## config.mk

```make
export PLATFORM = sky130hd
export DESIGN_NAME = ptr_just_gen
export DESIGN_NICKNAME = d
export VERILOG_FILES = /design/src/rtl/pjg_pkg.sv /design/src/rtl/pjg_frame_timer.sv /design/src/rtl/pjg_ptr_ctrl.sv /design/src/rtl/pjg_word_fmt.sv /design/src/rtl/ptr_just_gen.sv
export SDC_FILE = /design/constraint.sdc
export NUM_CORES = 1
export LEC_CHECK = 0
export BUFFER_PORTS_ARGS = -buffer_cell sky130_fd_sc_hd__clkbuf_2
export CAP_MARGIN = 15
export CELL_PAD_IN_SITES_DETAIL_PLACEMENT = 1
export CELL_PAD_IN_SITES_GLOBAL_PLACEMENT = 1
export CORE_ASPECT_RATIO = 0.75
export CORE_UTILIZATION = 42
export CTS_CLUSTER_DIAMETER = 30
export DETAILED_ROUTE_END_ITERATION = 12
export HOLD_SLACK_MARGIN = 0.02
export MAX_ROUTING_LAYER = met4
export PLACE_DENSITY = 0.93
export SLEW_MARGIN = 5
export SYNTH_ARGS = -nofsm -noshare
export SYNTH_HDL_FRONTEND = slang
export SYNTH_HIERARCHICAL = 1
export SYNTH_SLANG_ARGS = --single-unit
```

## constraint.sdc

```tcl
create_clock -name clk -period 2.9 [get_ports clk]
set_input_delay 0.58 -clock clk [delete_from_list [all_inputs] [get_ports clk]]
set_output_delay 0.58 -clock clk [all_outputs]
set_load 0.02 [all_outputs]
```

## src/rtl/pjg_pkg.sv

```systemverilog
`timescale 1ns/1ps
package pjg_pkg;
    typedef enum logic [1:0] {
        JUST_NONE = 2'd0,
        JUST_INC  = 2'd1,
        JUST_DEC  = 2'd2
    } just_e;

    localparam int          PTR_W      = 10;
    localparam int          WORD_W     = 16;
    localparam int          OH_COLS    = 3;
    localparam logic [3:0]  NDF_NORMAL = 4'b0110;
    localparam logic [9:0]  INC_MASK   = 10'h2AA;
    localparam logic [9:0]  DEC_MASK   = 10'h155;
endpackage

```

## src/rtl/pjg_frame_timer.sv

```systemverilog
`timescale 1ns/1ps
module pjg_frame_timer #(
    parameter int ROWS    = 9,
    parameter int COLS    = 90,
    parameter int PTR_ROW = 3
) (
    input  logic clk,
    input  logic rst_n,
    output logic frame_start,
    output logic frame_end,
    output logic at_h1,
    output logic at_h2,
    output logic at_h3,
    output logic in_oh,
    output logic at_stuff
);
    import pjg_pkg::*;

    localparam int ROW_W = (ROWS > 1) ? $clog2(ROWS) : 1;
    localparam int COL_W = (COLS > 1) ? $clog2(COLS) : 1;
    localparam logic [ROW_W-1:0] LAST_ROW = ROW_W'(ROWS - 1);
    localparam logic [COL_W-1:0] LAST_COL = COL_W'(COLS - 1);
    localparam logic [ROW_W-1:0] PROW     = ROW_W'(PTR_ROW);
    localparam logic [COL_W-1:0] OH_C     = COL_W'(OH_COLS);

    typedef struct packed {
        logic [ROW_W-1:0] row;
        logic [COL_W-1:0] col;
    } pos_t;

    pos_t pos_d, pos_q;

    always_comb begin
        pos_d = pos_q;
        if (pos_q.col == LAST_COL) begin
            pos_d.col = '0;
            pos_d.row = (pos_q.row == LAST_ROW) ? '0 : pos_q.row + 1'b1;
        end else begin
            pos_d.col = pos_q.col + 1'b1;
        end
    end

    always_ff @(posedge clk) begin
        if (!rst_n) pos_q <= '0;
        else        pos_q <= pos_d;
    end

    assign frame_start = (pos_q.row == '0) && (pos_q.col == '0);
    assign frame_end   = (pos_q.row == LAST_ROW) && (pos_q.col == LAST_COL);
    assign at_h1       = (pos_q.row == PROW) && (pos_q.col == COL_W'(0));
    assign at_h2       = (pos_q.row == PROW) && (pos_q.col == COL_W'(1));
    assign at_h3       = (pos_q.row == PROW) && (pos_q.col == COL_W'(2));
    assign in_oh       = (pos_q.col < OH_C);
    assign at_stuff    = (pos_q.row == PROW) && (pos_q.col == OH_C);
endmodule

```

## src/rtl/pjg_ptr_ctrl.sv

```systemverilog
`timescale 1ns/1ps
module pjg_ptr_ctrl #(
    parameter int FILL_W   = 6,
    parameter int MAX_PTR  = 783,
    parameter int PTR_INIT = 0,
    parameter int JCNT_W   = 16,
    parameter int GUARD    = 3
) (
    input  logic                      clk,
    input  logic                      rst_n,
    input  logic                      frame_end,
    input  logic [FILL_W-1:0]         fill,
    input  logic [FILL_W-1:0]         thr_lo,
    input  logic [FILL_W-1:0]         thr_hi,
    output logic [pjg_pkg::PTR_W-1:0] ptr,
    output pjg_pkg::just_e            just,
    output logic [JCNT_W-1:0]         jcnt
);
    import pjg_pkg::*;

    localparam int                GAP_W   = $clog2(GUARD + 1);
    localparam logic [GAP_W-1:0]  GAP_MAX = GAP_W'(GUARD);
    localparam logic [PTR_W-1:0]  PTR_TOP = PTR_W'(MAX_PTR - 1);
    localparam logic [PTR_W-1:0]  PTR_RST = PTR_W'(PTR_INIT);

    typedef struct packed {
        logic [PTR_W-1:0]  ptr;
        just_e             just;
        logic [GAP_W-1:0]  gap;
        logic [JCNT_W-1:0] jcnt;
    } ctl_t;

    ctl_t st_d, st_q;
    logic [GAP_W-1:0] gap_next;

    always_comb begin
        st_d     = st_q;
        gap_next = st_q.gap;
        if (frame_end) begin
            unique case (st_q.just)
                JUST_INC: st_d.ptr = (st_q.ptr == PTR_TOP) ? '0 : st_q.ptr + 1'b1;
                JUST_DEC: st_d.ptr = (st_q.ptr == '0) ? PTR_TOP : st_q.ptr - 1'b1;
                default:  st_d.ptr = st_q.ptr;
            endcase
            if (st_q.just != JUST_NONE)  gap_next = '0;
            else if (st_q.gap >= GAP_MAX) gap_next = GAP_MAX;
            else                          gap_next = st_q.gap + 1'b1;
            st_d.gap  = gap_next;
            st_d.just = JUST_NONE;
            if (gap_next >= GAP_MAX) begin
                if (fill < thr_lo)      st_d.just = JUST_INC;
                else if (fill > thr_hi) st_d.just = JUST_DEC;
            end
            if (st_d.just != JUST_NONE) st_d.jcnt = st_q.jcnt + 1'b1;
        end
    end

    always_ff @(posedge clk) begin
        if (!rst_n) begin
            st_q.ptr  <= PTR_RST;
            st_q.just <= JUST_NONE;
            st_q.gap  <= GAP_MAX;
            st_q.jcnt <= '0;
        end else begin
            st_q <= st_d;
        end
    end

    assign ptr  = st_q.ptr;
    assign just = st_q.just;
    assign jcnt = st_q.jcnt;
endmodule

```

## src/rtl/pjg_word_fmt.sv

```systemverilog
`timescale 1ns/1ps
module pjg_word_fmt (
    input  logic [pjg_pkg::PTR_W-1:0]  ptr,
    input  pjg_pkg::just_e             just,
    output logic [pjg_pkg::WORD_W-1:0] word
);
    import pjg_pkg::*;

    logic [PTR_W-1:0] flip;

    always_comb begin
        unique case (just)
            JUST_INC: flip = INC_MASK;
            JUST_DEC: flip = DEC_MASK;
            default:  flip = '0;
        endcase
    end

    assign word = {NDF_NORMAL, 2'b00, ptr ^ flip};
endmodule

```

## src/rtl/ptr_just_gen.sv

```systemverilog
`timescale 1ns/1ps
module ptr_just_gen #(
    parameter int ROWS     = 9,
    parameter int COLS     = 90,
    parameter int PTR_ROW  = 3,
    parameter int FILL_W   = 6,
    parameter int MAX_PTR  = 783,
    parameter int PTR_INIT = 0,
    parameter int JCNT_W   = 16,
    parameter int GUARD    = 3
) (
    input  logic              clk,
    input  logic              rst_n,
    input  logic [FILL_W-1:0] fill,
    input  logic [FILL_W-1:0] thr_lo,
    input  logic [FILL_W-1:0] thr_hi,
    output logic              frame_start,
    output logic              h1_en,
    output logic              h2_en,
    output logic              h3_en,
    output logic              h3_data_en,
    output logic              stuff_en,
    output logic              payload_en,
    output logic [15:0]       ptr_word,
    output logic [JCNT_W-1:0] jcnt
);
    import pjg_pkg::*;

    logic             frame_end;
    logic             in_oh;
    logic             at_stuff;
    logic [PTR_W-1:0] cur_ptr;
    just_e            cur_just;

    pjg_frame_timer #(
        .ROWS    (ROWS),
        .COLS    (COLS),
        .PTR_ROW (PTR_ROW)
    ) u_timer (
        .clk         (clk),
        .rst_n       (rst_n),
        .frame_start (frame_start),
        .frame_end   (frame_end),
        .at_h1       (h1_en),
        .at_h2       (h2_en),
        .at_h3       (h3_en),
        .in_oh       (in_oh),
        .at_stuff    (at_stuff)
    );

    pjg_ptr_ctrl #(
        .FILL_W   (FILL_W),
        .MAX_PTR  (MAX_PTR),
        .PTR_INIT (PTR_INIT),
        .JCNT_W   (JCNT_W),
        .GUARD    (GUARD)
    ) u_ctrl (
        .clk       (clk),
        .rst_n     (rst_n),
        .frame_end (frame_end),
        .fill      (fill),
        .thr_lo    (thr_lo),
        .thr_hi    (thr_hi),
        .ptr       (cur_ptr),
        .just      (cur_just),
        .jcnt      (jcnt)
    );

    pjg_word_fmt u_fmt (
        .ptr  (cur_ptr),
        .just (cur_just),
        .word (ptr_word)
    );

    assign stuff_en   = at_stuff && (cur_just == JUST_INC);
    assign h3_data_en = h3_en && (cur_just == JUST_DEC);
    assign payload_en = (!in_oh && !stuff_en) || h3_data_en;
endmodule

```

==> results.cfg <==
[status]
outcome = finished, final reports clean

[timing]
rsz0062_at_grt = false
finClkSkew_ps = 11.0
tightest_slew_ps = 958
fin_crit_sh = 0.934
max_freq_ghz = 0.369
fin_crit_ps = 2710
drv_slew = 0
finalHoldViolations = 0
finalSetupViolations = 0
relSlewSlack = 0.356
finalSetupTns_ps = 0

[synth]
yosysSeqAreaShare = 0.240
synth.ff_latch_count = 41
synthArstFlopShare = 0
yosysTopAreaCell = dfxtp_1
synth_top_area_frac = 0.240
syn_inst = 440
ys_types = 64
syn_avg_cell_area_um2 = 7.79
synth_ff_type = dfxtp_1
yosysWarnings = 6
yosys-top-cells-area = dfxtp_1 24%, ha_1 8.8%, buf_4 8.1%, nand2_1 5.3%, mux2i_1 4.7%
synth-edff-count = 0
syn-cell-area_um2 = 3430

[cts]
tritoncts.num_buffers = 5
htree_levels = 2
clk_pin_slew_ps = 80
clkSinkCount = 41
clkLatencyLatePin_ps = 310
clock_path_buffers = 2
cts_resized = 0
post_cts_buffers = 0
cts_tree = done
postCtsHoldBufs = 0
root_buffer = clkbuf_8

[worst_setup_path]
path_class = reg -> out
path_buf_inv = 1
crit_fanout = 6
r2r_cells = 11
worstPathCellList = or4_4 > nor4b_4 > and2_1 > a21oi_2 > a2bb2oi_2 > clkbuf_2
critical_path.slowest_cell = or4_4
cp.depth = 6
cp.required_ps = 2320
cpLargestDelayFamily = simple AND/OR/NAND/NOR gates
critPathMaxStageDelay_ps = 590
endpoint_kind = primary output
crit_path_start_kind = flip-flop
critPathArrivalTime_ps = 2130

[final_layout]
area_delta_synth_final_pct = 6.86
final_cell_count_no_fill = 562
n_antenna_cell = 0
drive_gt1_frac = 0.184
nFillCells = 1004
fin_nets = 500

[min_path]
holdPathStages = 2
min_path_type = reg -> reg

[placed_design]
place_hpwl_um = 7030
io_buffer_count = 52
gp_congestion = 0.922
dp_cells = 554

[global_route]
gr-total-overflow = 0
grt_pass1_wl_um = 15400
grt_max_degree = 43
grt_pass1_vias = 3183
grt_antenna_before_repair = 0
grt_usage = 0.231

[route]
ant_nets = 0
vias = 3205
drtIter0Drc = 196
dr.pass1.iters = 5
drc_errors = 0
wl_per_cell_um = 16.4
drt_wl_total_um = 9240
via_per_inst = 5.70

[floorplanning]
die_y_um = 80.2
die-area_um2 = 8530
die_x_um = 106
boundaryPins = 59
start_util = 0.435
core_region_area_um2 = 7880
rows = 28

[power]
p_leak_uw = 0.00142
power.density_nw_per_um2 = 328
peakVddDrop_uv = 186

[job]
cap_violations = 0
worst paths after layout:
| check | startpoint | endpoint | slack (ps) |
|---|---|---|---|
| max | u_timer/pos_q[4] | payload_en | 190 |
| min | u_ctrl/jcnt[14] | u_ctrl/jcnt[14] | 500 |
| max reg2reg | u_timer/pos_q[0] | u_ctrl/jcnt[11] | 280 |
| min reg2reg | u_ctrl/jcnt[14] | u_ctrl/jcnt[14] | 500 |
worst min-delay path, cell delays in order (launching register included):
cell	delay, ps
dfxtp_1	340
nand2_1	60
mux2i_1	50
report_power, final:
part           leakage [µW]  internal, µW  switching, µW
combinational       0.00103          50.7           84.2
sequential         0.000331           566           5.07
clock             0.0000585           281            213
layout make-up:
cell class	count	area, µm²	area share
tap	105	131	0.0359
sequential	41	821	0.224
clock inverter	1	30.0	0.00820
inverter	29	109	0.0297
timing repair buffer	62	335	0.0916
clock buffer	7	86.3	0.0236
multi-input combinational	317	2150	0.587
kinds of logic (layout without fill, tap and decap cells):
logic type,Yosys count,in the layout,share of synthesized area
AND/OR/NAND/NOR,164,164,0.257
AO/OA/AOI/OAI,93,93,0.191
buffers and inverters,86,99,0.140
flip-flops,41,41,0.240
adder cells (fa/ha/maj),24,24,0.0876
multiplexers,16,16,0.0467
XOR/XNOR,14,14,0.0358
other,2,6,0.00219
state kept, by name (all words and copies together) (netlist names):
signal	cells
u_ctrl/jcnt	16
u_timer/pos_q	11
u_ctrl/ptr	10
u_ctrl/just	2
u_ctrl/st_q	2
Yosys cell counts, types with 8 or more instances:
| library cell | number |
|---|---|
| nand2_1 | 48 |
| dfxtp_1 | 41 |
| buf_4 | 37 |
| inv_1 | 29 |
| ha_1 | 24 |
| nand3_1 | 22 |
| nor2_1 | 22 |
| a21oi_1 | 19 |
| nand2b_1 | 17 |
| clkbuf_1 | 16 |
| mux2i_1 | 16 |
| o21ai_0 | 15 |
| xnor2_1 | 12 |
| nand4_1 | 11 |
| o21ai_1 | 8 |
cell usage in the layout (no fill, tap or decap), drive strengths merged, types with 3 or more instances in the layout:
cell     n
xnor2   12
or4      5
nand4   11
nand2   48
dfxtp   41
mux2i   16
o22ai    6
inv     29
buf     10
a31oi    3
and3     6
and2     6
nand3b   3
clkbuf  59
a211oi   6
o21ai   23
nand2b  18
o32ai    5
nor4     3
a21oi   20
o31ai    6
conb     6
o221ai   3
or3      3
nor3     5
ha      24
nor2b    3
nand3   22
o311ai   4
nor2    22
layer usage:
metal  vias to the layer above  part of all wire  track usage
li1                       1560                 -            -
met1                      1541              0.48        0.291
met2                        92              0.47        0.380
met3                        12             0.042       0.0317
met4                         0             0.013       0.0847
met5                         -                 0            -
metrics by stage:
step | instance area [µm²] | utilization | hold slack, ps | worst slack (ps) | total power [µW]
after global placement | 3540 | 0.449 | 457 | 326 | 710
final | 3660 | 0.465 | 501 | 192 | 1200
after CTS | 3650 | 0.464 | 509 | 172 | 1210
after floorplan | 3440 | - | 443 | 553 | 675
after detailed placement | 3540 | 0.449 | 497 | 197 | 718
after global routing | 3660 | 0.465 | 537 | 52.0 | 1250
(Power assumes the default switching activity.)
